[src/rtl/blk_prot_pkg.sv]
package blk_prot_pkg;

   localparam logic [7:0] CODE_SETUP  = 8'h60;
   localparam logic [7:0] CODE_LOCK   = 8'h01;
   localparam logic [7:0] CODE_UNLOCK = 8'hD0;
   localparam logic [7:0] CODE_LDOWN  = 8'h2F;

   // two-bit stored state; bit 0 doubles as the protection flag
   typedef enum logic [1:0] {
      ST_OPEN  = 2'b00,
      ST_LOCK  = 2'b01,
      ST_LDOWN = 2'b11
   } prot_st_e;

   typedef enum logic [1:0] {
      ACT_NONE   = 2'd0,
      ACT_LOCK   = 2'd1,
      ACT_UNLOCK = 2'd2,
      ACT_LDOWN  = 2'd3
   } prot_act_e;

endpackage

[src/rtl/blk_prot_seq.sv]
module blk_prot_seq
   import blk_prot_pkg::*;
(
   input  logic       clk,
   input  logic       rst_n,
   input  logic       cmd_we,
   input  logic [7:0] cmd_data,
   output prot_act_e  act,
   output logic       seq_err
);

   logic      armed_q;
   logic      err_q;
   prot_act_e code_act;

   always_comb begin
      unique case (cmd_data)
         CODE_LOCK:   code_act = ACT_LOCK;
         CODE_UNLOCK: code_act = ACT_UNLOCK;
         CODE_LDOWN:  code_act = ACT_LDOWN;
         default:     code_act = ACT_NONE;
      endcase
   end

   // an action reaches the cells only as the second write of a pair
   assign act = (cmd_we && armed_q) ? code_act : ACT_NONE;

   always_ff @(posedge clk or negedge rst_n) begin
      if (!rst_n) begin
         armed_q <= 1'b0;
         err_q   <= 1'b0;
      end else begin
         err_q <= cmd_we && armed_q && (code_act == ACT_NONE);
         if (cmd_we)
            armed_q <= !armed_q && (cmd_data == CODE_SETUP);
      end
   end

   assign seq_err = err_q;

   // a write while idle never yields an error
   a_r8_idle_no_err : assert property (@(posedge clk) disable iff (!rst_n)
      (cmd_we && !armed_q) |=> !seq_err);

   // idle cycles keep a pending setup
   a_r11_hold_armed : assert property (@(posedge clk) disable iff (!rst_n)
      (!cmd_we && armed_q) |=> armed_q);

endmodule

[src/rtl/blk_prot_dec.sv]
module blk_prot_dec #(
   parameter int NUM_BLK = 64,
   parameter int BLK_W   = 6
) (
   input  logic [BLK_W-1:0]   blk,
   output logic [NUM_BLK-1:0] hit
);

   generate
      if ((1 << BLK_W) < NUM_BLK) begin : g_bad_w
         $error("blk_prot_dec: BLK_W too narrow for NUM_BLK");
      end
      for (genvar i = 0; i < NUM_BLK; i++) begin : g_hit
         assign hit[i] = (blk == BLK_W'(i));
      end
   endgenerate

   // at most one block is addressed
   always_comb begin
      a_r9_one_hit : assert ($onehot0(hit));
   end

endmodule

[src/rtl/blk_prot_cell.sv]
module blk_prot_cell
   import blk_prot_pkg::*;
(
   input  logic      clk,
   input  logic      rst_n,
   input  logic      hit,
   input  prot_act_e act,
   output logic      prot
);

   prot_st_e st_q;
   prot_st_e st_d;

   always_comb begin
      st_d = st_q;
      if (hit && st_q != ST_LDOWN) begin
         unique case (act)
            ACT_LOCK:   st_d = ST_LOCK;
            ACT_UNLOCK: st_d = ST_OPEN;
            ACT_LDOWN:  st_d = ST_LDOWN;
            default:    st_d = st_q;
         endcase
      end
   end

   always_ff @(posedge clk or negedge rst_n) begin
      if (!rst_n) st_q <= ST_LOCK;
      else        st_q <= st_d;
   end

   assign prot = st_q[0];

   a_r2_lock : assert property (@(posedge clk) disable iff (!rst_n)
      (hit && act == ACT_LOCK && st_q != ST_LDOWN) |=> st_q == ST_LOCK);

   a_r3_unlock : assert property (@(posedge clk) disable iff (!rst_n)
      (hit && act == ACT_UNLOCK && st_q != ST_LDOWN) |=> !prot);

   a_r5_ldown : assert property (@(posedge clk) disable iff (!rst_n)
      (hit && act == ACT_LDOWN) |=> st_q == ST_LDOWN);

   // lock-down only leaves through reset
   a_r4_ldown_sticky : assert property (@(posedge clk) disable iff (!rst_n)
      (st_q == ST_LDOWN) |=> (st_q == ST_LDOWN && prot));

   a_r9_untouched : assert property (@(posedge clk) disable iff (!rst_n)
      !hit |=> $stable(st_q));

endmodule

[src/rtl/blk_prot_mgr.sv]
module blk_prot_mgr
   import blk_prot_pkg::*;
#(
   parameter  int NUM_BLK = 64,
   localparam int BLK_W   = (NUM_BLK > 1) ? $clog2(NUM_BLK) : 1
) (
   input  logic               clk,
   input  logic               rst_n,
   input  logic               cmd_we,
   input  logic [7:0]         cmd_data,
   input  logic [BLK_W-1:0]   cmd_blk,
   output logic [NUM_BLK-1:0] prot_vec,
   output logic               seq_err
);

   generate
      if (NUM_BLK < 2) begin : g_bad_n
         $error("blk_prot_mgr: NUM_BLK must be at least 2");
      end
   endgenerate

   prot_act_e          act;
   logic [NUM_BLK-1:0] hit;

   blk_prot_seq u_seq (
      .clk      (clk),
      .rst_n    (rst_n),
      .cmd_we   (cmd_we),
      .cmd_data (cmd_data),
      .act      (act),
      .seq_err  (seq_err)
   );

   blk_prot_dec #(.NUM_BLK(NUM_BLK), .BLK_W(BLK_W)) u_dec (
      .blk (cmd_blk),
      .hit (hit)
   );

   generate
      for (genvar i = 0; i < NUM_BLK; i++) begin : g_cell
         blk_prot_cell u_cell (
            .clk   (clk),
            .rst_n (rst_n),
            .hit   (hit[i]),
            .act   (act),
            .prot  (prot_vec[i])
         );
      end
   endgenerate

   // error is a single-cycle pulse and comes with no state change
   a_r7_err_pulse : assert property (@(posedge clk) disable iff (!rst_n)
      seq_err |=> !seq_err);

   a_r7_err_no_change : assert property (@(posedge clk) disable iff (!rst_n)
      seq_err |-> $stable(prot_vec));

   // without an action, protection holds
   a_r9_quiet_hold : assert property (@(posedge clk) disable iff (!rst_n)
      (act == ACT_NONE) |=> $stable(prot_vec));

endmodule

[config.mk]
export PLATFORM = sky130hd
export DESIGN_NAME = blk_prot_mgr
export DESIGN_NICKNAME = d
export VERILOG_FILES = /design/src/rtl/blk_prot_pkg.sv /design/src/rtl/blk_prot_seq.sv /design/src/rtl/blk_prot_dec.sv /design/src/rtl/blk_prot_cell.sv /design/src/rtl/blk_prot_mgr.sv
export SDC_FILE = /design/constraint.sdc
export NUM_CORES = 1
export LEC_CHECK = 0
export BUFFER_PORTS_ARGS = -buffer_cell sky130_fd_sc_hd__buf_2
export CORE_MARGIN = 1
export CORE_UTILIZATION = 35
export DETAILED_ROUTE_END_ITERATION = 10
export HOLD_SLACK_MARGIN = 0.02
export PLACE_DENSITY_LB_ADDON = 0.1
export SYNTH_ARGS = -nofsm -noshare
export SYNTH_HDL_FRONTEND = slang
export SYNTH_SLANG_ARGS = --single-unit
[constraint.sdc]
create_clock -name clk -period 1.7 [get_ports clk]
set_clock_uncertainty 0.1 [all_clocks]
set_input_delay 0.085 -clock clk [delete_from_list [all_inputs] [get_ports clk]]
set_output_delay 0.085 -clock clk [all_outputs]
set_load 0.03 [all_outputs]
==> results.md <==
- Initial drt markers: 280
- CP arrival: 1890 ps
- Die height: 141 microns
- Antenna diodes: 0
- Vias in the first global route: 5351
- Row count: 50
- Area Overhead vs Synth: 19.8%
- Final worst path period need: 1700 ps
- Clock Sinks: 130
- CTS clk-pin slew, worst paths: 60 ps
- Synthesized Nets: 686
- Sequential fraction of the synthesis area: 49.4%
- Hold Slack: -40.1 ps
- Post-Syn Area: 6750 sq um
- Unrepaired setup endpoints after global routing: yes
- Avg Cell Area, Syn: 10.1 sq um
- Cell area after layout: 8090 sq um
- GRT overflow: 0
- Hold/Removal Path Class: primary input to flip-flop
- CTS Root Cell: clkbuf_16
- Area after DPL: 7230 sq um
- First-pass GRT wire length: 28400 microns
- Tot Pwr: 7.36 mW
- Measured slew at the worst slew-check pin: 691 ps
- Failing checks: negative hold slack
- Final worst path period share: 99.8%
- WL per Instance: 18.5 microns
- FMAX: 589 MHz
- Synth unique cells: 32
- WP data required: 1900 ps
- Initial antenna violation count: 0
- Max_slew headroom: 53.3%
- Worst-Skew Late Latency: 420 ps
- Routed WL: 18200 microns
- Status: finished with violations
- Synthesized flop and latch total: 130
- Syn Inst Count: 669
- Crit start category: flip-flop
- GPL Wtd Cong: 0.739
- Final Max Tran Viols: 0
- Pwr/cell area: 910 nW/um^2
- Max-Cap Viols: 0
- Chip Width: 141 microns
- Die ar.: 19900 sq um
- CP max FO: 42
- DR vias: 5248
- TritonRoute pass-1 iters: 4
- Clock Tree Buf Depth: 2
- Overall routing resource usage: 18.7%
- CORE AREA: 18800 sq um
- Static leakage: 3.30 nW
- IO buf count: 81
- CTS Buf Count: 17
- Max VDD drop: 0.000705 V
- Pin count of the biggest net entering global routing: 55
- Dpl hpwl: 11600 microns
- Starting Density: 35.9%
- Final setup viols: 0
- Antenna-violating nets left: 0
- Finished Core Util: 43.0%
- YS warnings: 0
- Final Hold Fails: 1
- Via-to-Cell Ratio: 5.32
- Drt drc: 0
- Ports: 82
- # H-tree levels: 4
- Setup TNS: 0 ps
- Layout cells sized above 1: 39.8%
- Final #Nets: 731
- TritonCTS clock tree: built
- Setup crit end kind: flip-flop
- Critical path class: flip-flop to flip-flop
placed cells by master (no fill, tap or decap), drive strengths merged, types with 2 or more instances in the layout:
cell type    synthesis  final
buf                 86    126
inv                 71     71
o22ai               70     70
dfrtp               66     66
nand2               66     66
dfstp               64     64
a211oi              64     64
o21ai               60     60
o31ai               58     58
clkbuf              23     23
nor3                 9      9
dlygate4sd3          0      8
nor4bb               6      6
nor4b                4      4
and4b                4      4
bufinv               0      4
clkinv               0      4
nor2                 3      3
nor2b                2      2
clkinvlp             0      2
or4b                 2      2
final cells by class:
type / count / area, sq um
Multi-Input combinational cell: 359 / 2540
Tap cell: 260 / 325
Sequential cell: 130 / 3330
Clock buffer: 22 / 484
Clock inverter: 10 / 155
Fill cell: 1785 / 10700
Timing Repair Buffer: 135 / 983
Inverter: 71 / 267
worst paths after layout:
path	slack, ps	endpoint	from	cells after the start
min	-40	u_seq.armed_q	cmd_data[0]	4
max in group asynchronous	740	g_cell[25].u_cell.st_q[0]	rst_n	3
min reg2reg	380	g_cell[23].u_cell.st_q[0]	g_cell[23].u_cell.st_q[0]	2
max reg2reg	3	g_cell[39].u_cell.st_q[1]	u_seq.armed_q	5
max	3	g_cell[39].u_cell.st_q[1]	u_seq.armed_q	5
min in group asynchronous	60	g_cell[63].u_cell.st_q[1]	rst_n	2
per-layer routing:
layer  global-route usage, %  wire (microns)  vias to the layer above
li1                        -               -                     2462
met1                    24.3            8390                     2634
met2                    30.3            8740                      127
met3                    3.67             726                       25
met4                    8.24             386                        0
met5                       0               0                        -
cell usage after synthesis:
| library cell | n | share of area, % |
|---|---|---|
| nand4bb_1 | 1 | 0.17 |
| nand3b_1 | 1 | 0.11 |
| o21ai_1 | 58 | 4.3 |
| nor2b_1 | 2 | 0.19 |
| nor4_1 | 1 | 0.093 |
| buf_6 | 12 | 2.0 |
| nor2_1 | 3 | 0.17 |
| a211oi_2 | 36 | 6.7 |
| nand4b_1 | 1 | 0.13 |
| and2_1 | 1 | 0.093 |
| or4b_1 | 2 | 0.30 |
| nor4b_1 | 4 | 0.52 |
| buf_2 | 7 | 0.52 |
| inv_1 | 71 | 3.9 |
| or4_4 | 1 | 0.17 |
| a211oi_1 | 28 | 3.1 |
| nor4bb_1 | 6 | 0.89 |
| and4b_1 | 4 | 0.59 |
| nand2_1 | 66 | 3.7 |
| a211o_1 | 1 | 0.13 |
| a21oi_1 | 1 | 0.074 |
| clkbuf_1 | 23 | 1.3 |
| o21ai_0 | 2 | 0.15 |
| and4_1 | 1 | 0.13 |
| nand4_1 | 1 | 0.093 |
| nor3_1 | 9 | 0.67 |
| o31ai_1 | 58 | 6.4 |
| dfstp_2 | 64 | 25 |
| dfrtp_1 | 66 | 24 |
| or3_1 | 1 | 0.093 |
| buf_4 | 67 | 7.4 |
| o22ai_1 | 70 | 6.5 |
power breakdown:
group,switching [mW],internal [mW],total [mW],leakage [nW]
clock network,1.38,2.60,3.98,0.312
logic,0.182,0.0927,0.275,1.74
registers,0.000377,3.10,3.10,1.25
registers in the layout, indices dropped and copies added (netlist names):
name / flops
g_cell.u_cell.st_q: 128
u_seq.armed_q: 1
u_seq.seq_err: 1
worst max-delay path: stages, from the launching register on:
cell	delay, ps
dfrtp_1	380
nand2_2	80
or3_4	400
buf_12	210
a211oi_1	260
o22ai_1	120
logic make-up (layout without fill, tap and decap cells):
| logic type | after synthesis | in the layout | share of synthesized area, % |
|---|---|---|---|
| AO/OA/AOI/OAI | 254 | 254 | 27.4 |
| flip-flops | 130 | 130 | 49.4 |
| AND/OR/NAND/NOR | 105 | 105 | 8.06 |
| buffers and inverters | 180 | 238 | 15.2 |
metrics by stage:
stage	hold WS, ps	setup slack, ps	instances
finish	-40.1	3.08	987
global placement	-30.3	-272	945
detailed placement	-10.7	-333	945
CTS	84.2	-7.79	983
global route	51.8	-49.9	987
floorplan	-311	-85.8	669
timing repair:
action | 4_1_cts | 5_1_grt
endpoints found under the hold margin | 84 | 1
gates cloned | 0 | 1
buffers inserted | 0 | 1
gates resized for setup | 2 | 19
endpoints found under the setup margin | 49 | 99
hold buffers | 6 | 3
pin swaps | 1 | 1
(Power assumes the default switching activity.)
